### src/rtl/kwd_pkg.sv
package kwd_pkg;
   localparam logic [15:0] KEY_OPEN  = 16'h5555;
   localparam logic [15:0] KEY_ARM   = 16'hCCCC;
   localparam logic [15:0] KEY_FEED  = 16'hAAAA;

   localparam logic [2:0] WIDX_KEY = 3'd0;
   localparam logic [2:0] WIDX_DIV = 3'd1;
   localparam logic [2:0] WIDX_RLD = 3'd2;
   localparam logic [2:0] WIDX_STS = 3'd3;
   localparam logic [2:0] WIDX_WIN = 3'd4;

   typedef enum logic [2:0] {
      SEL_KEY, SEL_DIV, SEL_RLD, SEL_STS, SEL_WIN, SEL_NONE
   } kwd_sel_e;
endpackage

### src/rtl/kwd_sync_reg.sv
module kwd_sync_reg #(
   parameter int          W       = 12,
   parameter int          DLY     = 5,
   parameter logic [W-1:0] RST_VAL = '0
) (
   input  logic         clk,
   input  logic         rst_n,
   input  logic         wr_en,
   input  logic [W-1:0] wr_val,
   output logic [W-1:0] shadow_o,
   output logic [W-1:0] active_o,
   output logic         busy_o
);
   generate
      if (DLY < 0) begin : g_bad_dly
         initial $fatal(1, "kwd_sync_reg: DLY must not be negative");
      end
      if (DLY == 0) begin : g_direct
         logic [W-1:0] val_q;
         always_ff @(posedge clk or negedge rst_n) begin
            if (!rst_n)     val_q <= RST_VAL;
            else if (wr_en) val_q <= wr_val;
         end
         assign shadow_o = val_q;
         assign active_o = val_q;
         assign busy_o   = 1'b0;
      end else begin : g_delayed
         localparam int TW = $clog2(DLY + 1);
         logic [TW-1:0] tmr_q;
         logic [W-1:0]  shd_q;
         logic [W-1:0]  act_q;
         always_ff @(posedge clk or negedge rst_n) begin
            if (!rst_n) begin
               tmr_q <= '0;
               shd_q <= RST_VAL;
               act_q <= RST_VAL;
            end else begin
               if (wr_en) begin
                  shd_q <= wr_val;
                  tmr_q <= TW'(DLY);
               end else if (tmr_q != '0) begin
                  tmr_q <= tmr_q - 1'b1;
               end
               if (!wr_en && tmr_q == TW'(1)) act_q <= shd_q;
            end
         end
         assign shadow_o = shd_q;
         assign active_o = act_q;
         assign busy_o   = (tmr_q != '0);
      end
   endgenerate
endmodule

### src/rtl/kwd_regfile.sv
module kwd_regfile
   import kwd_pkg::*;
#(
   parameter int ADDR_W   = 5,
   parameter int DATA_W   = 32,
   parameter int CNT_W    = 12,
   parameter int PR_W     = 3,
   parameter int SYNC_DLY = 5
) (
   input  logic              clk,
   input  logic              rst_n,
   input  logic              bus_we,
   input  logic [ADDR_W-1:0] bus_addr,
   input  logic [DATA_W-1:0] bus_wdata,
   output logic [DATA_W-1:0] bus_rdata,
   output logic [PR_W-1:0]   div_code_o,
   output logic [CNT_W-1:0]  reload_o,
   output logic [CNT_W-1:0]  window_o,
   output logic              arm_o,
   output logic              feed_o,
   output logic              open_o,
   output logic [1:0]        busy_o
);
   kwd_sel_e         sel;
   logic             open_q;
   logic             key_wr;
   logic [15:0]      key_val;
   logic [CNT_W-1:0] win_q;
   logic [PR_W-1:0]  div_shadow;
   logic [CNT_W-1:0] rld_shadow;
   logic             div_wr;
   logic             rld_wr;
   logic             win_wr;
   logic             unused_bits;

   assign unused_bits = ^bus_wdata[DATA_W-1:16];
   assign key_val     = bus_wdata[15:0];

   always_comb begin
      sel = SEL_NONE;
      if (bus_addr[1:0] == 2'b00 && (bus_addr >> 5) == '0) begin
         case (bus_addr[4:2])
            WIDX_KEY: sel = SEL_KEY;
            WIDX_DIV: sel = SEL_DIV;
            WIDX_RLD: sel = SEL_RLD;
            WIDX_STS: sel = SEL_STS;
            WIDX_WIN: sel = SEL_WIN;
            default:  sel = SEL_NONE;
         endcase
      end
   end

   assign key_wr = bus_we && sel == SEL_KEY;
   assign div_wr = bus_we && sel == SEL_DIV && open_q;
   assign rld_wr = bus_we && sel == SEL_RLD && open_q;
   assign win_wr = bus_we && sel == SEL_WIN && open_q;
   assign arm_o  = key_wr && key_val == KEY_ARM;
   assign feed_o = key_wr && key_val == KEY_FEED;
   assign open_o = open_q;

   always_ff @(posedge clk or negedge rst_n) begin
      if (!rst_n) begin
         open_q <= 1'b0;
         win_q  <= '1;
      end else begin
         if (key_wr) open_q <= (key_val == KEY_OPEN);
         if (win_wr) win_q  <= bus_wdata[CNT_W-1:0];
      end
   end
   assign window_o = win_q;

   kwd_sync_reg #(.W(PR_W), .DLY(SYNC_DLY), .RST_VAL('0)) u_div (
      .clk(clk), .rst_n(rst_n), .wr_en(div_wr), .wr_val(bus_wdata[PR_W-1:0]),
      .shadow_o(div_shadow), .active_o(div_code_o), .busy_o(busy_o[0])
   );

   kwd_sync_reg #(.W(CNT_W), .DLY(SYNC_DLY), .RST_VAL('1)) u_rld (
      .clk(clk), .rst_n(rst_n), .wr_en(rld_wr), .wr_val(bus_wdata[CNT_W-1:0]),
      .shadow_o(rld_shadow), .active_o(reload_o), .busy_o(busy_o[1])
   );

   always_comb begin
      bus_rdata = '0;
      case (sel)
         SEL_DIV: bus_rdata[PR_W-1:0]  = div_shadow;
         SEL_RLD: bus_rdata[CNT_W-1:0] = rld_shadow;
         SEL_STS: bus_rdata[1:0]       = busy_o;
         SEL_WIN: bus_rdata[CNT_W-1:0] = win_q;
         default: bus_rdata = '0;
      endcase
   end
endmodule

### src/rtl/kwd_prescaler.sv
module kwd_prescaler #(
   parameter int PR_W        = 3,
   parameter int MAX_PR_CODE = 6,
   parameter int PRE_W       = MAX_PR_CODE + 2
) (
   input  logic            clk,
   input  logic            rst_n,
   input  logic            run,
   input  logic            clr,
   input  logic [PR_W-1:0] code,
   output logic            tick
);
   logic [PR_W-1:0]  sh;
   logic [PRE_W:0]   div_full;
   logic [PRE_W-1:0] lim;
   logic [PRE_W-1:0] pre_q;

   always_comb begin
      sh       = (code > PR_W'(MAX_PR_CODE)) ? PR_W'(MAX_PR_CODE) : code;
      div_full = (PRE_W + 1)'(4) << sh;
      lim      = PRE_W'(div_full - 1'b1);
   end

   assign tick = run && (pre_q >= lim);

   always_ff @(posedge clk or negedge rst_n) begin
      if (!rst_n)      pre_q <= '0;
      else if (clr)    pre_q <= '0;
      else if (run)    pre_q <= (pre_q >= lim) ? '0 : pre_q + 1'b1;
   end
endmodule

### src/rtl/kwd_counter.sv
module kwd_counter #(
   parameter int CNT_W = 12
) (
   input  logic             clk,
   input  logic             rst_n,
   input  logic             arm,
   input  logic             feed,
   input  logic             tick,
   input  logic [CNT_W-1:0] reload_val,
   input  logic [CNT_W-1:0] window_val,
   output logic             run_o,
   output logic             pre_clr_o,
   output logic             req_o
);
   logic             run_q;
   logic             req_q;
   logic [CNT_W-1:0] cnt_q;
   logic             feed_ok;
   logic             feed_early;

   assign feed_ok    = run_q && feed && (cnt_q <= window_val);
   assign feed_early = run_q && feed && (cnt_q >  window_val);
   assign pre_clr_o  = (arm && !run_q) || feed_ok;
   assign run_o      = run_q;
   assign req_o      = req_q;

   always_ff @(posedge clk or negedge rst_n) begin
      if (!rst_n) begin
         run_q <= 1'b0;
         cnt_q <= '0;
         req_q <= 1'b0;
      end else begin
         req_q <= 1'b0;
         if (!run_q) begin
            if (arm) begin
               run_q <= 1'b1;
               cnt_q <= reload_val;
            end
         end else if (feed_ok) begin
            cnt_q <= reload_val;
         end else begin
            if (feed_early) req_q <= 1'b1;
            if (tick) begin
               if (cnt_q == '0) begin
                  req_q <= 1'b1;
                  cnt_q <= reload_val;
               end else begin
                  cnt_q <= cnt_q - 1'b1;
               end
            end
         end
      end
   end
endmodule

### src/rtl/keyed_watchdog.sv
module keyed_watchdog #(
   parameter int ADDR_W      = 5,
   parameter int DATA_W      = 32,
   parameter int CNT_W       = 12,
   parameter int PR_W        = 3,
   parameter int MAX_PR_CODE = 6,
   parameter int SYNC_DLY    = 5
) (
   input  logic              clk,
   input  logic              rst_n,
   input  logic              bus_we,
   input  logic [ADDR_W-1:0] bus_addr,
   input  logic [DATA_W-1:0] bus_wdata,
   output logic [DATA_W-1:0] bus_rdata,
   output logic              wdg_rst_req
);
   localparam int PRE_W = MAX_PR_CODE + 2;

   generate
      if (ADDR_W < 5) begin : g_bad_addr
         initial $fatal(1, "keyed_watchdog: ADDR_W must be at least 5");
      end
      if (DATA_W < 16 || CNT_W > DATA_W || CNT_W < 1) begin : g_bad_data
         initial $fatal(1, "keyed_watchdog: DATA_W/CNT_W out of range");
      end
      if (MAX_PR_CODE > (1 << PR_W) - 1) begin : g_bad_pr
         initial $fatal(1, "keyed_watchdog: MAX_PR_CODE exceeds code field");
      end
   endgenerate

   logic [PR_W-1:0]  act_div_w;
   logic [CNT_W-1:0] act_rld_w;
   logic [CNT_W-1:0] win_w;
   logic             arm_w;
   logic             feed_w;
   logic             unlock_w;
   logic [1:0]       busy_w;
   logic             tick_w;
   logic             run_w;
   logic             pre_clr_w;

   kwd_regfile #(
      .ADDR_W(ADDR_W), .DATA_W(DATA_W), .CNT_W(CNT_W), .PR_W(PR_W), .SYNC_DLY(SYNC_DLY)
   ) u_regs (
      .clk(clk), .rst_n(rst_n), .bus_we(bus_we), .bus_addr(bus_addr),
      .bus_wdata(bus_wdata), .bus_rdata(bus_rdata), .div_code_o(act_div_w),
      .reload_o(act_rld_w), .window_o(win_w), .arm_o(arm_w), .feed_o(feed_w),
      .open_o(unlock_w), .busy_o(busy_w)
   );

   kwd_prescaler #(.PR_W(PR_W), .MAX_PR_CODE(MAX_PR_CODE), .PRE_W(PRE_W)) u_pre (
      .clk(clk), .rst_n(rst_n), .run(run_w), .clr(pre_clr_w),
      .code(act_div_w), .tick(tick_w)
   );

   kwd_counter #(.CNT_W(CNT_W)) u_cnt (
      .clk(clk), .rst_n(rst_n), .arm(arm_w), .feed(feed_w), .tick(tick_w),
      .reload_val(act_rld_w), .window_val(win_w), .run_o(run_w),
      .pre_clr_o(pre_clr_w), .req_o(wdg_rst_req)
   );
endmodule

### config.mk
export PLATFORM = sky130hd
export DESIGN_NAME = keyed_watchdog
export DESIGN_NICKNAME = d
export VERILOG_FILES = /design/src/rtl/kwd_pkg.sv /design/src/rtl/kwd_sync_reg.sv /design/src/rtl/kwd_regfile.sv /design/src/rtl/kwd_prescaler.sv /design/src/rtl/kwd_counter.sv /design/src/rtl/keyed_watchdog.sv
export SDC_FILE = /design/constraint.sdc
export NUM_CORES = 1
export LEC_CHECK = 0
export BUFFER_PORTS_ARGS = -buffer_cell sky130_fd_sc_hd__buf_2
export CAP_MARGIN = 20
export CORE_MARGIN = 4
export CORE_UTILIZATION = 40
export DETAILED_ROUTE_END_ITERATION = 12
export PLACE_DENSITY_LB_ADDON = 0.08
export SYNTH_ARGS = -nofsm -noshare
export SYNTH_HDL_FRONTEND = slang
export SYNTH_SLANG_ARGS = --single-unit
### constraint.sdc
create_clock -name clk -period 3.1 [get_ports clk]
set_clock_uncertainty 0.05 [all_clocks]
set_input_delay 0.62 -clock clk [delete_from_list [all_inputs] [get_ports clk]]
set_output_delay 0.62 -clock clk [all_outputs]
set_load 0.02 [all_outputs]
-- Yosys cells after proc, flatten, opt, wreduce, memory -nomap -nowiden
Index checks and enable logic that the tools add are counted.
W data, S select, Z words.
- reductions and logical operators: 31
- bitwise gates (word level): 0
- equal/unequal tests: 14
- muxes and demuxes: 25
- div/mod/pow operators: 0
- shift-type cells: 1
- multiply operators: 0
- magnitude comparators: 4
- $add $sub $neg: 5
- operator list (cell ; number):
    $mux W12 ; 5
    $eq A16 B16 Y1 const B ; 2
    $mux W8 ; 3
    $mux W3 ; 6
    $pmux W9 S2 ; 1
    $eq A16 B15 Y1 const B ; 1
    $logic_and A1 B1 Y1 ; 16
    $pmux W3 S5 ; 1
    $eq A3 B1 Y1 const B ; 4
    $eq A3 B2 Y1 const B ; 4
    $gt A12 B12 Y1 ; 1
    $le A12 B12 Y1 ; 1
    $logic_not A12 Y1 ; 1
    $sub A12 B1 Y12 const B ; 1
    $add A8 B1 Y8 const B ; 1
    $ge A8 B8 Y1 ; 1
    $pmux W2 S4 ; 1
    $reduce_bool A2 Y1 ; 4
    $shl A3 B3 Y8 const A ; 1
    $sub A8 B1 Y8 const B ; 1
    $mux W1 ; 7
    $eq A3 B3 Y1 const B ; 2
    $logic_not A3 Y1 ; 2
    $reduce_bool A3 Y1 ; 2
    8 further kinds ; 11
- register bits after elaboration: 71
- memories: 0
- latch bits: 0
- memory bits (read-only): 0
- output and inout bits: 33
- bits in writable memories: 0
- logic and storage cells: 92
- bits of input ports: 40

-- Logic depth before layout (Yosys ltp)
- depth after elaboration: 13
- mapped depth: 10
- mapped depth without buffers: 9

-- Cells and area by module
Synthesis repeated with hierarchy kept, for this count alone.
- cell total of the unflattened synthesis: 403
- area, all modules: 4423.0 um^2
- modules (own cells, without submodules) (module ; area an instance (um^2) ; instances ; sequential area each (um^2) ; cells each):
    kwd_counter ; 1242.4 ; 1 ; 350.3 ; 149
    kwd_sync_reg (u_regs.u_rld) ; 1116.1 ; 1 ; 705.7 ; 68
    kwd_regfile ; 1021.0 ; 1 ; 340.3 ; 95
    kwd_prescaler ; 626.9 ; 1 ; 200.2 ; 61
    kwd_sync_reg (u_regs.u_div) ; 416.6 ; 1 ; 225.2 ; 30

-- Worst setup path before layout
Ideal clock, no wire load.
- kind: register -> register
- from: register u_regs.win_q[10] (netlist: u_regs.window_o[10])
- to: register u_cnt.cnt_q[10]
- data required time: 2.926 ns
- cell stages (with the launch flop): 11
- slack: 0.503 ns
- period minus slack after synthesis: 2.597 ns
- path buffers: 1
- arrival time: 2.423 ns
- library setup time: 0.124 ns
- cell sequence: dfstp_2 -> inv_1 -> ha_1 -> nand4_1 -> or4_1 -> o31ai_2 -> a21oi_2 -> buf_6 -> o311ai_1 -> a21boi_1 -> a211o_1
- longest elaborated chain between the ends: 4
- elaborated cells between the ends (all ways): 6
- classes of those cells: order compare (1); eq/ne (1); mux (2); reduce/logical (2)
- ends and longest elaborated chain (item ; RTL line ; text):
    start, declared ; kwd_regfile.sv:28 ; logic [CNT_W-1:0] win_q;
    start signal, assigned ; kwd_regfile.sv:67 ; if (win_wr) win_q <= bus_wdata[CNT_W-1:0];
    $le A12 B12 Y1 (*) ; kwd_counter.sv:21 ; assign feed_ok = run_q && feed && (cnt_q <= window_val);
    $logic_and A1 B1 Y1 (*) ; kwd_counter.sv:21 ;
    $ne A3 B3 Y1 (no source line) or $mux W12 (tied branches) ; n/a ;
    $reduce_and A2 Y1 (no source line) or $mux W12 (tied branches) ; n/a ;
    end signal, assigned ; kwd_counter.sv:37 ; cnt_q <= reload_val;
    end signal, assigned ; kwd_counter.sv:40 ; cnt_q <= reload_val;
    end signal, assigned ; kwd_counter.sv:46 ; cnt_q <= reload_val;
    end, declared ; kwd_counter.sv:17 ; logic [CNT_W-1:0] cnt_q;
Mark *: on every way between the ends. The rest lies on a longest branch, timed or not.
A chain may end at the register's enable or synchronous reset.

-- Final worst setup path
- from: register u_regs.win_q[10] (netlist: u_regs.window_o[10])
- to: register u_cnt.cnt_q[1]
Same word-level chain as after synthesis.

==> flow_summary.html <==
<table>
<tr><th>Metric</th><th>Value</th></tr>
<tr><th colspan="2">GRT</th></tr>
<tr><td>Met2 Usage GRT</td><td>25.8%</td></tr>
<tr><td>Number of antenna violations at the first check in global routing</td><td>0</td></tr>
<tr><td>Largest net degree at the start of global routing</td><td>72</td></tr>
<tr><td>Global-route layer with the greatest usage</td><td>met2</td></tr>
<tr><td>Met3 capacity usage during global routing</td><td>3.71%</td></tr>
<tr><td>Via count of the first global-routing pass</td><td>3237</td></tr>
<tr><td>Remaining global-route overflow</td><td>0</td></tr>
<tr><td>Total routing resource utilization after global routing</td><td>16.8%</td></tr>
<tr><td>Met1 capacity usage during global routing</td><td>24.1%</td></tr>
<tr><td>Global-route wire length before repair</td><td>16.8 mm</td></tr>
<tr><th colspan="2">Drt</th></tr>
<tr><td>Number of DRC markers in iteration 0</td><td>191</td></tr>
<tr><td>Post-Route WL</td><td>10.1 mm</td></tr>
<tr><td>DRC Markers</td><td>0</td></tr>
<tr><td>Drt pass-1 iters</td><td>4</td></tr>
<tr><td>Antenna viol nets, final</td><td>0</td></tr>
<tr><td>Routed via count</td><td>3323</td></tr>
<tr><td>Post-detailed-route via-to-cell ratio</td><td>5.25</td></tr>
<tr><td>Average wire per standard cell</td><td>15.9 um</td></tr>
<tr><th colspan="2">Floorplanning</th></tr>
<tr><td>Starting density of the core</td><td>41.0%</td></tr>
<tr><td>Horizontal extent of the die</td><td>111 um</td></tr>
<tr><td>Die ar.</td><td>12300 um2</td></tr>
<tr><td>Core area</td><td>10300 um2</td></tr>
<tr><td>Vert. Die Dim</td><td>111 um</td></tr>
<tr><td>Io pins</td><td>73</td></tr>
<tr><td># rows</td><td>37</td></tr>
<tr><th colspan="2">Critical path</th></tr>
<tr><td>Crit Path Class</td><td>reg -&gt; reg</td></tr>
<tr><td>Endpoint type of the worst setup path</td><td>flip-flop</td></tr>
<tr><td>WP data required</td><td>3.32 ns</td></tr>
<tr><td>CP Max Fanout</td><td>12</td></tr>
<tr><td>Critical path arrival</td><td>3.17 ns</td></tr>
<tr><td>Register-to-Register Setup Slack</td><td>0.15 ns</td></tr>
<tr><td>Worst Setup Start Kind</td><td>flip-flop</td></tr>
<tr><th colspan="2">Power and ir drop</th></tr>
<tr><td>Switching part of the total power</td><td>24.9%</td></tr>
<tr><td>Power Internal</td><td>1.75 mW</td></tr>
<tr><td>Total power draw</td><td>2.34 mW</td></tr>
<tr><td>Combinational fraction of design power</td><td>14.4%</td></tr>
<tr><td>Flop pwr share</td><td>43.1%</td></tr>
<tr><td>Peak supply drop</td><td>0.289 mV</td></tr>
<tr><td>Cell Pwr Density</td><td>484 nW/um2</td></tr>
<tr><td>P_sw</td><td>582 uW</td></tr>
<tr><td>LEAKAGE</td><td>2.30 nW</td></tr>
<tr><td>Portion of total power attributed to the clock network</td><td>42.5%</td></tr>
<tr><th colspan="2">Logic synthesis</th></tr>
<tr><td>Ys Warns</td><td>0</td></tr>
<tr><td>Number of enable-type register cells in the synthesized netlist</td><td>0</td></tr>
<tr><td>Average instance area after synthesis</td><td>9.48 um2</td></tr>
<tr><td>Synth Flop Type</td><td>sky130_fd_sc_hd__dfstp_2</td></tr>
<tr><td>Post-synthesis cell type count</td><td>61</td></tr>
<tr><td>Number of instances in the synthesized netlist</td><td>447</td></tr>
<tr><td>Seq cells post-synth</td><td>71</td></tr>
<tr><td>Post-synthesis sequential area ratio</td><td>43.0%</td></tr>
<tr><td>Netlist area before placement</td><td>4240 um2</td></tr>
<tr><td>Asr flop ratio synth</td><td>100%</td></tr>
<tr><th colspan="2">Timing</th></tr>
<tr><td>Worst Max-Slew Pin Slew</td><td>0.668 ns</td></tr>
<tr><td>Final setup violation count</td><td>0</td></tr>
<tr><td>Worst Hold Margin</td><td>0.228 ns</td></tr>
<tr><td>Total Negative Setup Slacks</td><td>0 ns</td></tr>
<tr><td>Slew margin rel.</td><td>55.3%</td></tr>
<tr><td>Final critical delay including setup and external delays</td><td>2.95 ns</td></tr>
<tr><td>Maximum achievable frequency</td><td>339 MHz</td></tr>
<tr><td>Tcrit/Tclk final</td><td>95.3%</td></tr>
<tr><td>Final count of hold timing violations</td><td>0</td></tr>
<tr><td>Count of final max-slew check failures</td><td>0</td></tr>
<tr><td>Post-route worst setup slack</td><td>0.146 ns</td></tr>
<tr><th colspan="2">Clock tree</th></tr>
<tr><td>Insertion delay to the later sink of the worst-skew pair</td><td>0.35 ns</td></tr>
<tr><td>Number of buffers inserted for hold repair after clock tree synthesis</td><td>0</td></tr>
<tr><td>Clock transition at the register clock pins on the worst setup and hold paths after CTS</td><td>0.08 ns</td></tr>
<tr><td>H-tree levels</td><td>3</td></tr>
<tr><td>CTS buffer count</td><td>9</td></tr>
<tr><td>Buffer count from post-CTS setup fixing</td><td>0</td></tr>
<tr><td>Number of clock sinks</td><td>71</td></tr>
<tr><td>Clock root buffer</td><td>sky130_fd_sc_hd__clkbuf_8</td></tr>
<tr><td>TritonCTS clock tree</td><td>yes</td></tr>
<tr><td>Clock tree buffer depth</td><td>2</td></tr>
<tr><th colspan="2">Layout</th></tr>
<tr><td>Proportion of layout cells with a drive suffix above 1</td><td>27.0%</td></tr>
<tr><td>Count of placed standard cells in the final layout, fillers left out</td><td>633</td></tr>
<tr><td>Final Net Count</td><td>559</td></tr>
<tr><td>Number of inserted diodes</td><td>0</td></tr>
<tr><td>Area growth, synth to finish</td><td>13.8%</td></tr>
<tr><th colspan="2">Hold path</th></tr>
<tr><td>Min-delay worst type</td><td>in -&gt; async</td></tr>
<tr><th colspan="2">Status</th></tr>
<tr><td>Status</td><td>finished clean</td></tr>
<tr><th colspan="2">Place</th></tr>
<tr><td>Port Buffers</td><td>36</td></tr>
<tr><td>Dpl cells</td><td>617</td></tr>
<tr><td>Final RePlAce weighted congestion</td><td>0.878</td></tr>
<tr><td>Worst Setup Slack post-DPL</td><td>0.166 ns</td></tr>
<tr><td>Post-DP HPWL</td><td>7.63 mm</td></tr>
<tr><th colspan="2">Flow run</th></tr>
<tr><td>Total of max-cap violations</td><td>0</td></tr>
</table>
## metrics by stage
step                      cell area, um2  utilization (%)
final                               4820             46.7
after global placement              4540             44.0
after floorplan                     4310                -
after CTS                           4810             46.6
after detailed placement            4540             44.0
after global routing                4820             46.7
## sequential cells by signal (all words and copies together), names as in the netlist, 3 cells and up
signal                        count
u_regs.u_rld.g_delayed.tmr_q      3
u_pre.pre_q                       8
u_regs.u_div.shadow_o             3
u_cnt.cnt_q                      12
u_regs.window_o                  12
u_regs.u_rld.active_o            12
u_regs.u_div.g_delayed.tmr_q      3
u_regs.u_rld.shadow_o            12
u_regs.u_div.active_o             3
## worst max-delay path: stages, from the launching register on
cell and delay (ns):
sky130_fd_sc_hd__dfstp_2 0.54, sky130_fd_sc_hd__inv_1 0.05, sky130_fd_sc_hd__ha_1 0.31, sky130_fd_sc_hd__nand4_1 0.15, sky130_fd_sc_hd__or4_1 0.55, sky130_fd_sc_hd__o31ai_2 0.37
sky130_fd_sc_hd__a21oi_4 0.15, sky130_fd_sc_hd__a21oi_4 0.26, sky130_fd_sc_hd__buf_4 0.22, sky130_fd_sc_hd__o21ai_0 0.11, sky130_fd_sc_hd__o22ai_1 0.12
## cells in the final DEF (no fill, tap or decap), types with 3 or more instances in the layout
master,synthesis,routed
sky130_fd_sc_hd__buf_2,1,36
sky130_fd_sc_hd__a221o_1,3,3
sky130_fd_sc_hd__nor3_1,10,10
sky130_fd_sc_hd__nand4_1,4,4
sky130_fd_sc_hd__nor4bb_1,8,8
sky130_fd_sc_hd__ha_1,27,27
sky130_fd_sc_hd__mux2_2,18,18
sky130_fd_sc_hd__nor4_1,5,5
sky130_fd_sc_hd__o21ai_0,33,33
sky130_fd_sc_hd__bufinv_16,0,4
sky130_fd_sc_hd__dfstp_2,36,36
sky130_fd_sc_hd__conb_1,1,20
sky130_fd_sc_hd__inv_1,24,24
sky130_fd_sc_hd__dfrtp_1,35,35
sky130_fd_sc_hd__o221a_2,5,5
sky130_fd_sc_hd__nor2_1,21,21
sky130_fd_sc_hd__nand2_1,86,86
sky130_fd_sc_hd__nand4b_1,3,3
sky130_fd_sc_hd__a21oi_1,8,8
sky130_fd_sc_hd__a22oi_1,5,5
sky130_fd_sc_hd__and2_1,3,3
sky130_fd_sc_hd__buf_4,20,9
sky130_fd_sc_hd__a31oi_1,3,3
sky130_fd_sc_hd__a211oi_1,3,3
sky130_fd_sc_hd__nand3_1,14,14
sky130_fd_sc_hd__nand2b_1,4,4
sky130_fd_sc_hd__and3_1,6,6
sky130_fd_sc_hd__clkbuf_8,0,10
sky130_fd_sc_hd__a22o_1,10,10
## cell families after synthesis
group,after synthesis,synth area share (%)
other cells,1,0.0885
simple gates,180,21.3
flops,71,43.0
compound gates,88,14.5
xor+xnor,4,0.827
mux,20,5.26
buf+inv,56,7.12
fa+ha+maj,27,7.97
## metal layers
metal	wire (um)	vias to the layer above
li1	-	1645
met1	5010	1601
met2	4530	68
met3	422	9
met4	108	0
met5	0	-
## synth_stat cells, types with 2 or more instances
library cell / count / area share (%)
sky130_fd_sc_hd__nand2_1: 86 / 7.6
sky130_fd_sc_hd__dfstp_2: 36 / 22
sky130_fd_sc_hd__dfrtp_1: 35 / 21
sky130_fd_sc_hd__o21ai_0: 33 / 3.9
sky130_fd_sc_hd__ha_1: 27 / 8.0
sky130_fd_sc_hd__inv_1: 24 / 2.1
sky130_fd_sc_hd__nor2_1: 21 / 1.9
sky130_fd_sc_hd__buf_4: 20 / 3.5
sky130_fd_sc_hd__mux2_2: 18 / 4.8
sky130_fd_sc_hd__nand3_1: 14 / 1.7
sky130_fd_sc_hd__a22o_1: 10 / 2.1
sky130_fd_sc_hd__nor3_1: 10 / 1.2
sky130_fd_sc_hd__a21oi_1: 8 / 0.94
sky130_fd_sc_hd__clkbuf_1: 8 / 0.71
sky130_fd_sc_hd__nor4bb_1: 8 / 1.9
sky130_fd_sc_hd__and3_1: 6 / 0.89
sky130_fd_sc_hd__a22oi_1: 5 / 0.89
sky130_fd_sc_hd__nor4_1: 5 / 0.74
sky130_fd_sc_hd__o221a_2: 5 / 1.3
sky130_fd_sc_hd__nand2b_1: 4 / 0.59
sky130_fd_sc_hd__nand4_1: 4 / 0.59
sky130_fd_sc_hd__a211oi_1: 3 / 0.53
sky130_fd_sc_hd__a221o_1: 3 / 0.71
sky130_fd_sc_hd__a31oi_1: 3 / 0.44
sky130_fd_sc_hd__and2_1: 3 / 0.44
sky130_fd_sc_hd__nand4b_1: 3 / 0.62
sky130_fd_sc_hd__and3b_1: 2 / 0.41
sky130_fd_sc_hd__buf_6: 2 / 0.53
sky130_fd_sc_hd__mux2i_1: 2 / 0.47
sky130_fd_sc_hd__nor3_2: 2 / 0.47
sky130_fd_sc_hd__nor3b_1: 2 / 0.35
sky130_fd_sc_hd__o211a_1: 2 / 0.47
sky130_fd_sc_hd__o211ai_1: 2 / 0.35
sky130_fd_sc_hd__o21ai_1: 2 / 0.24
sky130_fd_sc_hd__xnor2_1: 2 / 0.41
sky130_fd_sc_hd__xor2_1: 2 / 0.41
## cell type report
| class | count | area [um2] |
|---|---|---|
| Fill cell | 1020 | 5500 |
| Multi-Input combinational cell | 339 | 2200 |
| Sequential cell | 71 | 1820 |
| Timing Repair Buffer | 46 | 268 |
| Tap cell | 136 | 170 |
| Clock buffer | 10 | 138 |
| Clock inverter | 6 | 131 |
| Inverter | 25 | 93.8 |
## repair_timing
action,in CTS,in global routing
gates resized for setup,0,1
setup endpoints to repair,0,3
hold endpoints to repair,0,0
## power by group through the flow
stage	clock [mW]	sequential, mW	combinational [mW]
global route	1.07	1.01	0.385
floorplan	0	1.01	0.261
detailed placement	0	1.02	0.342
CTS	1.02	1.01	0.343
finish	0.993	1.01	0.337
global placement	0	1.02	0.335
## worst paths after layout
path / from / to / depth (start not counted)
worst max-delay path: u_regs.window_o[10]$_DFFE_PN1P_ / u_cnt.cnt_q[1]$_DFFE_PN0P_ / 10
worst min-delay path: rst_n / u_pre.pre_q[4]$_DFFE_PN0P_ / 2
worst max register to register: u_regs.window_o[10]$_DFFE_PN1P_ / u_cnt.cnt_q[1]$_DFFE_PN0P_ / 10
worst min register to register: u_regs.u_rld.shadow_o[3]$_DFFE_PN1P_ / u_regs.u_rld.shadow_o[3]$_DFFE_PN1P_ / 2
max in group asynchronous: rst_n / u_regs.u_rld.shadow_o[4]$_DFFE_PN1P_ / 2
min in group clk: u_regs.u_rld.shadow_o[3]$_DFFE_PN1P_ / u_regs.u_rld.shadow_o[3]$_DFFE_PN1P_ / 2
(Power assumes the default switching activity.)
